==> src/rtl/qdr_pkg.sv <==
package qdr_pkg;
  localparam int unsigned BURST_LEN = 2;

  function automatic int unsigned lane_count(int unsigned word_w, int unsigned lane_w);
    return word_w / lane_w;
  endfunction
endpackage

==> src/rtl/qdr_wr_capture.sv <==
module qdr_wr_capture #(
  parameter int unsigned WORD_W = 16,
  parameter int unsigned LANES  = 2,
  parameter int unsigned ADDR_W = 4
) (
  input  logic              clk,
  input  logic              rst_n,
  input  logic              wr_n,
  input  logic [ADDR_W-1:0] addr,
  input  logic [WORD_W-1:0] wdata,
  input  logic [LANES-1:0]  wben_n,
  output logic              cm_v,
  output logic [ADDR_W-1:0] cm_addr,
  output logic [WORD_W-1:0] cm_d0,
  output logic [WORD_W-1:0] cm_d1,
  output logic [LANES-1:0]  cm_en0,
  output logic [LANES-1:0]  cm_en1
);
  logic              req_r;
  logic [WORD_W-1:0] d0_r;
  logic [LANES-1:0]  en0_r;

  // rising half: strobe, first word and its lanes
  always_ff @(posedge clk or negedge rst_n) begin
    if (!rst_n) begin
      req_r <= 1'b0;
      d0_r  <= '0;
      en0_r <= '0;
    end else begin
      req_r <= ~wr_n;
      d0_r  <= wdata;
      en0_r <= ~wben_n;
    end
  end

  // falling half: address, second word and its lanes
  always_ff @(negedge clk or negedge rst_n) begin
    if (!rst_n) begin
      cm_v    <= 1'b0;
      cm_addr <= '0;
      cm_d0   <= '0;
      cm_d1   <= '0;
      cm_en0  <= '0;
      cm_en1  <= '0;
    end else begin
      cm_v    <= req_r;
      cm_addr <= addr;
      cm_d0   <= d0_r;
      cm_d1   <= wdata;
      cm_en0  <= en0_r;
      cm_en1  <= ~wben_n;
    end
  end
endmodule

==> src/rtl/qdr_array.sv <==
module qdr_array
  import qdr_pkg::*;
#(
  parameter int unsigned WORD_W = 16,
  parameter int unsigned LANE_W = 8,
  parameter int unsigned ADDR_W = 4
) (
  input  logic                         clk,
  input  logic                         rst_n,
  input  logic                         rd_n,
  input  logic [ADDR_W-1:0]            addr,
  input  logic                         cm_v,
  input  logic [ADDR_W-1:0]            cm_addr,
  input  logic [WORD_W-1:0]            cm_d0,
  input  logic [WORD_W-1:0]            cm_d1,
  input  logic [WORD_W/LANE_W-1:0]     cm_en0,
  input  logic [WORD_W/LANE_W-1:0]     cm_en1,
  output logic                         f_v,
  output logic [WORD_W-1:0]            f_d0,
  output logic [WORD_W-1:0]            f_d1
);
  localparam int unsigned LANES = lane_count(WORD_W, LANE_W);
  localparam int unsigned DEPTH = BURST_LEN << ADDR_W;

  logic [WORD_W-1:0] mem [DEPTH];
  logic              rq_r;
  logic [ADDR_W-1:0] ra_r;

  logic [BURST_LEN-1:0][WORD_W-1:0] new_d;
  logic [BURST_LEN-1:0][LANES-1:0]  new_en;
  logic [BURST_LEN-1:0][WORD_W-1:0] merged;

  assign new_d[0]  = cm_d0;
  assign new_d[1]  = cm_d1;
  assign new_en[0] = cm_en0;
  assign new_en[1] = cm_en1;

  // per beat, per lane merge of new data over stored data
  for (genvar b = 0; b < BURST_LEN; b++) begin : g_beat
    for (genvar l = 0; l < LANES; l++) begin : g_lane
      assign merged[b][l*LANE_W +: LANE_W] = new_en[b][l]
        ? new_d[b][l*LANE_W +: LANE_W]
        : mem[{cm_addr, 1'(b)}][l*LANE_W +: LANE_W];
    end
  end

  always_ff @(posedge clk) begin
    if (cm_v) begin
      for (int b = 0; b < BURST_LEN; b++) mem[{cm_addr, 1'(b)}] <= merged[b];
    end
  end

  // request capture, then fetch one cycle later (sees writes committed before)
  always_ff @(posedge clk or negedge rst_n) begin
    if (!rst_n) begin
      rq_r <= 1'b0;
      ra_r <= '0;
      f_v  <= 1'b0;
      f_d0 <= '0;
      f_d1 <= '0;
    end else begin
      rq_r <= ~rd_n;
      ra_r <= addr;
      f_v  <= rq_r;
      f_d0 <= mem[{ra_r, 1'b0}];
      f_d1 <= mem[{ra_r, 1'b1}];
    end
  end
endmodule

==> src/rtl/qdr_rd_launch.sv <==
module qdr_rd_launch #(
  parameter int unsigned WORD_W = 16
) (
  input  logic              clk,
  input  logic              rst_n,
  input  logic              f_v,
  input  logic [WORD_W-1:0] f_d0,
  input  logic [WORD_W-1:0] f_d1,
  output logic [WORD_W-1:0] rdata,
  output logic              rvalid,
  output logic              echo_clk
);
  logic              lo_v;
  logic [WORD_W-1:0] lo_d0;
  logic [WORD_W-1:0] lo_d1;
  logic              hi_v;
  logic [WORD_W-1:0] hi_d;

  always_ff @(negedge clk or negedge rst_n) begin
    if (!rst_n) begin
      lo_v  <= 1'b0;
      lo_d0 <= '0;
      lo_d1 <= '0;
    end else begin
      lo_v  <= f_v;
      lo_d0 <= f_v ? f_d0 : '0;
      lo_d1 <= f_v ? f_d1 : '0;
    end
  end

  always_ff @(posedge clk or negedge rst_n) begin
    if (!rst_n) begin
      hi_v <= 1'b0;
      hi_d <= '0;
    end else begin
      hi_v <= lo_v;
      hi_d <= lo_d1;
    end
  end

  // output select by clock level: low phase first word, high phase second
  assign rdata    = clk ? hi_d : lo_d0;
  assign rvalid   = clk ? hi_v : lo_v;
  assign echo_clk = ~clk & lo_v;
endmodule

==> src/rtl/qdr_b2_sram.sv <==
module qdr_b2_sram #(
  parameter int unsigned WORD_W = 16,
  parameter int unsigned LANE_W = 8,
  parameter int unsigned ADDR_W = 4
) (
  input  logic                     clk,
  input  logic                     rst_n,
  input  logic                     rd_n,
  input  logic                     wr_n,
  input  logic [ADDR_W-1:0]        addr,
  input  logic [WORD_W-1:0]        wdata,
  input  logic [WORD_W/LANE_W-1:0] wben_n,
  output logic [WORD_W-1:0]        rdata,
  output logic                     rvalid,
  output logic                     echo_clk
);
  localparam int unsigned LANES = qdr_pkg::lane_count(WORD_W, LANE_W);

  logic              cm_v;
  logic [ADDR_W-1:0] cm_addr;
  logic [WORD_W-1:0] cm_d0, cm_d1;
  logic [LANES-1:0]  cm_en0, cm_en1;
  logic              f_v;
  logic [WORD_W-1:0] f_d0, f_d1;

  qdr_wr_capture #(.WORD_W(WORD_W), .LANES(LANES), .ADDR_W(ADDR_W)) u_wcap (
    .clk(clk), .rst_n(rst_n), .wr_n(wr_n), .addr(addr), .wdata(wdata),
    .wben_n(wben_n), .cm_v(cm_v), .cm_addr(cm_addr), .cm_d0(cm_d0),
    .cm_d1(cm_d1), .cm_en0(cm_en0), .cm_en1(cm_en1)
  );

  qdr_array #(.WORD_W(WORD_W), .LANE_W(LANE_W), .ADDR_W(ADDR_W)) u_arr (
    .clk(clk), .rst_n(rst_n), .rd_n(rd_n), .addr(addr), .cm_v(cm_v),
    .cm_addr(cm_addr), .cm_d0(cm_d0), .cm_d1(cm_d1), .cm_en0(cm_en0),
    .cm_en1(cm_en1), .f_v(f_v), .f_d0(f_d0), .f_d1(f_d1)
  );

  qdr_rd_launch #(.WORD_W(WORD_W)) u_rlaunch (
    .clk(clk), .rst_n(rst_n), .f_v(f_v), .f_d0(f_d0), .f_d1(f_d1),
    .rdata(rdata), .rvalid(rvalid), .echo_clk(echo_clk)
  );
endmodule

==> config.mk <==
export PLATFORM = sky130hd
export DESIGN_NAME = qdr_b2_sram
export DESIGN_NICKNAME = d
export VERILOG_FILES = /design/src/rtl/qdr_pkg.sv /design/src/rtl/qdr_wr_capture.sv /design/src/rtl/qdr_array.sv /design/src/rtl/qdr_rd_launch.sv /design/src/rtl/qdr_b2_sram.sv
export SDC_FILE = /design/constraint.sdc
export NUM_CORES = 1
export LEC_CHECK = 0
export BUFFER_PORTS_ARGS = -buffer_cell sky130_fd_sc_hd__buf_2
export CORE_MARGIN = 10
export CORE_UTILIZATION = 42
export DETAILED_ROUTE_END_ITERATION = 10
export GPL_ROUTABILITY_DRIVEN = 0
export PLACE_DENSITY = 0.56
export SYNTH_ARGS = -nofsm -noshare
export SYNTH_HDL_FRONTEND = slang
export SYNTH_SLANG_ARGS = --single-unit
==> constraint.sdc <==
create_clock -name clk -period 2.2 [get_ports clk]
set_input_delay 0.44 -clock clk [delete_from_list [all_inputs] [get_ports clk]]
set_output_delay 0.44 -clock clk [all_outputs]
set_load 0.03 [all_outputs]
Yosys cells after proc, flatten, opt, wreduce, memory -nomap -nowiden
Memory sizes are Yosys's and may differ from the RTL's. A register that Yosys moved wholly into a read port is not among the register bits.
Cells that the tools add are included.
{"block": "classes", "n_shift": 0, "addsub": 0, "n_mux": 10, "div_mod_pow": 0, "eq_ne": 4, "magnitude_cmp": 0, "n_bitwise": 5, "reduce_logical": 6, "multipliers": 0}
{"op": "2-to-1 mux 16 bit", "n": 3}
{"op": "2-to-1 mux 8 bit", "n": 4}
{"op": "AND reduction 2 bit", "n": 4}
{"op": "inequality test 1 bit, second input constant", "n": 4}
{"op": "2-to-1 mux 1 bit", "n": 3}
{"op": "inverter 1 bit", "n": 3}
{"op": "zero test 1 bit", "n": 2}
{"op": "inverter 2 bit", "n": 1}
{"op": "AND 1 bit", "n": 1}
{"block": "totals", "output_inout_bits": 18, "mem_bits_rw": 512, "mem_count": 1, "mem_bits_ro": 0, "register_bits": 116, "latchBits": 0}
{"name": "u_arr.mem", "depth": 32, "width": 16, "rd": 2, "rd_clocked_by_memory_dff": 2, "wr": 2, "line_no": "qdr_array.sv:25", "rtl": "logic [WORD_W-1:0] mem [DEPTH];"}

Logic depth before layout (Yosys ltp)
{"block": "depth", "depth_word": 3, "ltp_mapped": 5, "ltp_nobuf": 3}

By module
Synthesis repeated with hierarchy kept, for this count alone.
{"block": "hier_totals", "hier_cells": 1084, "area_unflattened_um2": 23653.9}
{"module": "qdr_array", "n_inst": 1, "seq_area_each_um2": 16325.7, "cells_per_inst": 916, "area_each_um2": 20413.3}
{"module": "qdr_rd_launch", "n_inst": 1, "seq_area_each_um2": 1251.2, "cells_per_inst": 105, "area_each_um2": 1727.9}
{"module": "qdr_wr_capture", "n_inst": 1, "seq_area_each_um2": 1501.4, "cells_per_inst": 63, "area_each_um2": 1512.7}

==> results.py <==
metrics = {
    "yosys": {
        "synthesis.area_sq_mm": 0.02359,
        "synth_top_family_by_area": "multiplexers",
        "synth_compound_area_share_pct": 2.068,
        "ys_seq_elements": 660,
        "syn_nets": 1110,
        "ys.warnings.count": 0,
        "synthMuxAreaShare_pct": 12.98,
        "synthSimpleGateAreaFrac_pct": 2.997,
        "synthAdderAreaFrac_pct": 0,
        "synth_xor_area_share_pct": 0,
        "yosysSeqAreaShare_pct": 80.87,
        "synth_area_per_cell_sq_um": 21.76,
        "synth_cells": 1084,
        "ys_types": 18,
    },
    "die": {
        "num_rows": 86,
        "die_height_microns": 257,
        "core_area_sq_mm": 0.05531,
        "initial_utilization_pct": 42.65,
        "fp.dieArea_sq_mm": 0.06605,
        "io-pin-count": 44,
        "die_w_microns": 257,
    },
    "drt": {
        "drc": 0,
        "wl_microns": 54310,
        "vias_per_cell": 5.264,
        "dr.pass1.iters": 5,
        "ant_nets": 0,
        "via_count": 11454,
        "first_iter_violations": 1246,
        "post_drt_wl_per_cell_microns": 24.96,
    },
    "sta": {
        "hold_viol": 0,
        "slew_headroom_pct": 33.50,
        "drv_slew": 0,
        "timing.final.ws_setup_ns": -1.044,
        "fin_skew_ns": 0.02657,
        "setup_viol": 531,
        "worstMarginPinSlew_ns": 0.9975,
        "rsz0062_at_grt": "yes",
    },
    "place": {
        "dp_cells": 1966,
        "port_buffers": 43,
        "dpl_cell_area_sq_mm": 0.02679,
        "hpwl_microns": 32560,
    },
    "cells_and_area": {
        "finish.instance_area_sq_mm": 0.03108,
        "final_util_pct": 56.19,
        "drive_above_1_share_pct": 40.85,
        "finalNonFillerCells": 2176,
        "area_growth_pct": 31.73,
        "final_nets": 1393,
    },
    "power_and_ir_drop": {
        "p_seq_share_pct": 46.7,
        "ir_drop_v": 0.0007184,
        "pwr-share-comb_pct": 4.9,
        "p_leak_nw": 10.90,
        "p_total_mw": 29.55,
        "switching_power_mw": 6.550,
        "swShare_pct": 22.17,
        "power.internal_mw": 23.00,
        "clockPowerShare_pct": 48.3,
        "power_density_mw_per_mm2": 950.8,
    },
    "run": {
        "maxCapViolations": 0,
    },
    "grt": {
        "grt_start_max_net_pins": 59,
        "grt_remaining_overflow": 0,
        "gr-usage-all-layers_pct": 16.90,
        "antenna_found_initial": 2,
        "grt_pass1_wl_microns": 81650,
        "grt_pass1_vias": 12388,
    },
    "setup_path": {
        "worst_path_largest_cell_delay_ns": 0.42,
        "arrival_ns": 2.80,
        "crit_chain": "nor2b_4 > clkbuf_16 > a21o_4 > buf_6",
        "r2r_slack_ns": -0.65,
        "reg2reg_to": "u_arr.mem[31][12]",
        "crit_fanout": 2,
        "worstSetupEndpointType": "output port",
        "r2r-start": "u_wcap.cm_addr[3]",
        "r2r_cells": 5,
        "critPathKind": "register to output port",
        "startpoint_type": "register",
        "slowest_stage": "dfrtn_1",
        "cp.required_ns": 1.76,
    },
    "run_status": {
        "violations": "setup timing",
        "status": "complete, but fails checks",
    },
    "hold_path": {
        "holdCritPathClass": "input pin to asynchronous set/reset pin",
    },
    "cts": {
        "cts_tree": "done",
        "clk_latency_ns": 0.73,
        "clk_pin_slew_ns": 0.06,
    },
}
## registers in the layout, summed over array words and instances, names as in the netlist
register,count
u_rlaunch.hi_d,16
u_wcap.cm_addr,4
u_arr.rq_r,1
u_arr.mem,512
u_wcap.cm_en0,2
u_wcap.cm_en1,2
u_rlaunch.hi_v,1
u_wcap.cm_d1,16
u_arr.ra_r,4
u_rlaunch.lo_d1,16
u_wcap.cm_d0,16
u_wcap.cm_v,1
u_arr.f_d0,16
u_wcap.d0_r,16
u_arr.f_d1,16
u_arr.f_v,1
u_rlaunch.lo_d0,16
u_wcap.req_r,1
u_rlaunch.lo_v,1
u_wcap.en0_r,2
## through the flow
| step | setup TNS [ns] | hold WS [ns] | worst slack, ns |
|---|---|---|---|
| after global routing | -323.40 | 0.1489 | -1.091 |
| final | -307.56 | 0.1421 | -1.044 |
| after floorplan | -202.62 | 0.1444 | -0.4668 |
| after CTS | -253.06 | 0.1214 | -1.047 |
| after detailed placement | -269.26 | 0.3028 | -0.6370 |
| after global placement | -240.30 | 0.3024 | -0.5681 |
## cell usage in the layout (no fill, tap or decap), types with 2 or more instances in the layout
master           n
clkinv_2         8
nand2_1         34
buf_12          82
clkinv_1        14
buf_2           24
dlygate4sd3_1   25
nand2_2          2
and2_1          33
nor2_4          66
mux2_2           6
clkinv_8         2
inv_1            4
buf_8           12
clkbuf_16       90
nor2b_2          2
nand2_4          5
dfrtp_4          2
clkbuf_8         9
dfrtn_1         74
inv_6            2
inv_4            2
buf_4           22
buf_6           84
edfxtp_1       512
nor2b_4          5
bufinv_16        4
mux4_2         128
nand3_4          5
a22oi_1         64
nand2_8          4
clkbuf_1        11
dfrtp_1         72
clkinvlp_4       2
mux2_4          10
## metal layers
layer,vias up,track usage (%),part of all wire (%)
met5,-,0,0
met4,0,9.860,4.1
met3,140,4.277,6.6
met2,405,23.46,44
met1,5981,23.81,45
li1,4928,-,-
## power by group through the flow
stage               Clock, mW  Combinational [mW]  Sequential (mW)
finish                   14.3                1.46             13.8
detailed placement      0.677                1.24             14.1
floorplan               0.693               0.565             14.1
CTS                      14.6                1.41             13.8
global route             15.2                1.56             13.8
global placement        0.677                1.23             14.1
## worst max-delay path, delay by kind of cell, from the launching register on
kind / cells / cell delay, ns
flops: 1 / 0.42
compound gates: 1 / 0.08
buf+inv: 2 / 0.27
simple gates: 1 / 0.21
## cells by family (layout without fill, tap and decap cells)
kind of cell | count (synthesis) | after routing
buffers and inverters | 56 | 399
flip-flops | 660 | 660
multiplexers | 144 | 144
other | 0 | 1
AND/OR/NAND/NOR | 159 | 159
AO/OA/AOI/OAI | 65 | 65
## synth_stat cells
cell / count / area, sq um
a21o_1: 1 / 7.510
a22oi_1: 64 / 480.5
and2_1: 33 / 206.5
buf_1: 9 / 33.78
buf_2: 9 / 45.04
buf_4: 9 / 67.56
clkbuf_1: 25 / 93.84
dfrtn_1: 74 / 1852
dfrtp_1: 74 / 1852
edfxtp_1: 512 / 15370
inv_1: 4 / 15.01
mux2_2: 16 / 180.2
mux4_2: 128 / 2883
nand2_1: 45 / 168.9
nand3_1: 6 / 30.03
nand4_1: 1 / 6.260
nor2_1: 67 / 251.5
nor2b_1: 7 / 43.79
## area by class of cell
cell class / instances / area, sq um
Fill cell: 4092 / 24230
Sequential cell: 660 / 19090
Multi-Input combinational cell: 368 / 5019
Timing Repair Buffer: 231 / 3100
Clock buffer: 128 / 2620
Tap cell: 748 / 935.9
Clock inverter: 36 / 299.0
Inverter: 4 / 15.01
Antenna cell: 1 / 2.502
## timing repair
action	4_1_cts	5_1_grt
pin swaps	23	10
buffers inserted	24	14
hold buffers	25	0
hold endpoints to repair	91	0
endpoints found under the setup margin	537	571
gates resized for setup	203	35
## how the worst max path moves through the flow
stage	startpoint	to	slack [ns]	cells after the start
after global routing	u_rlaunch.lo_v	rvalid	-1.09	4
final	u_rlaunch.lo_v	rvalid	-1.04	4
after detailed placement	u_wcap.cm_addr[1]	u_arr.mem[29][10]	-0.64	5
after global placement	u_wcap.cm_addr[1]	u_arr.mem[28][14]	-0.57	5
after floorplan	u_wcap.cm_addr[3]	u_arr.mem[19][10]	-0.47	3
after CTS	u_rlaunch.lo_v	rvalid	-1.05	4
(Power assumes the default switching activity.)
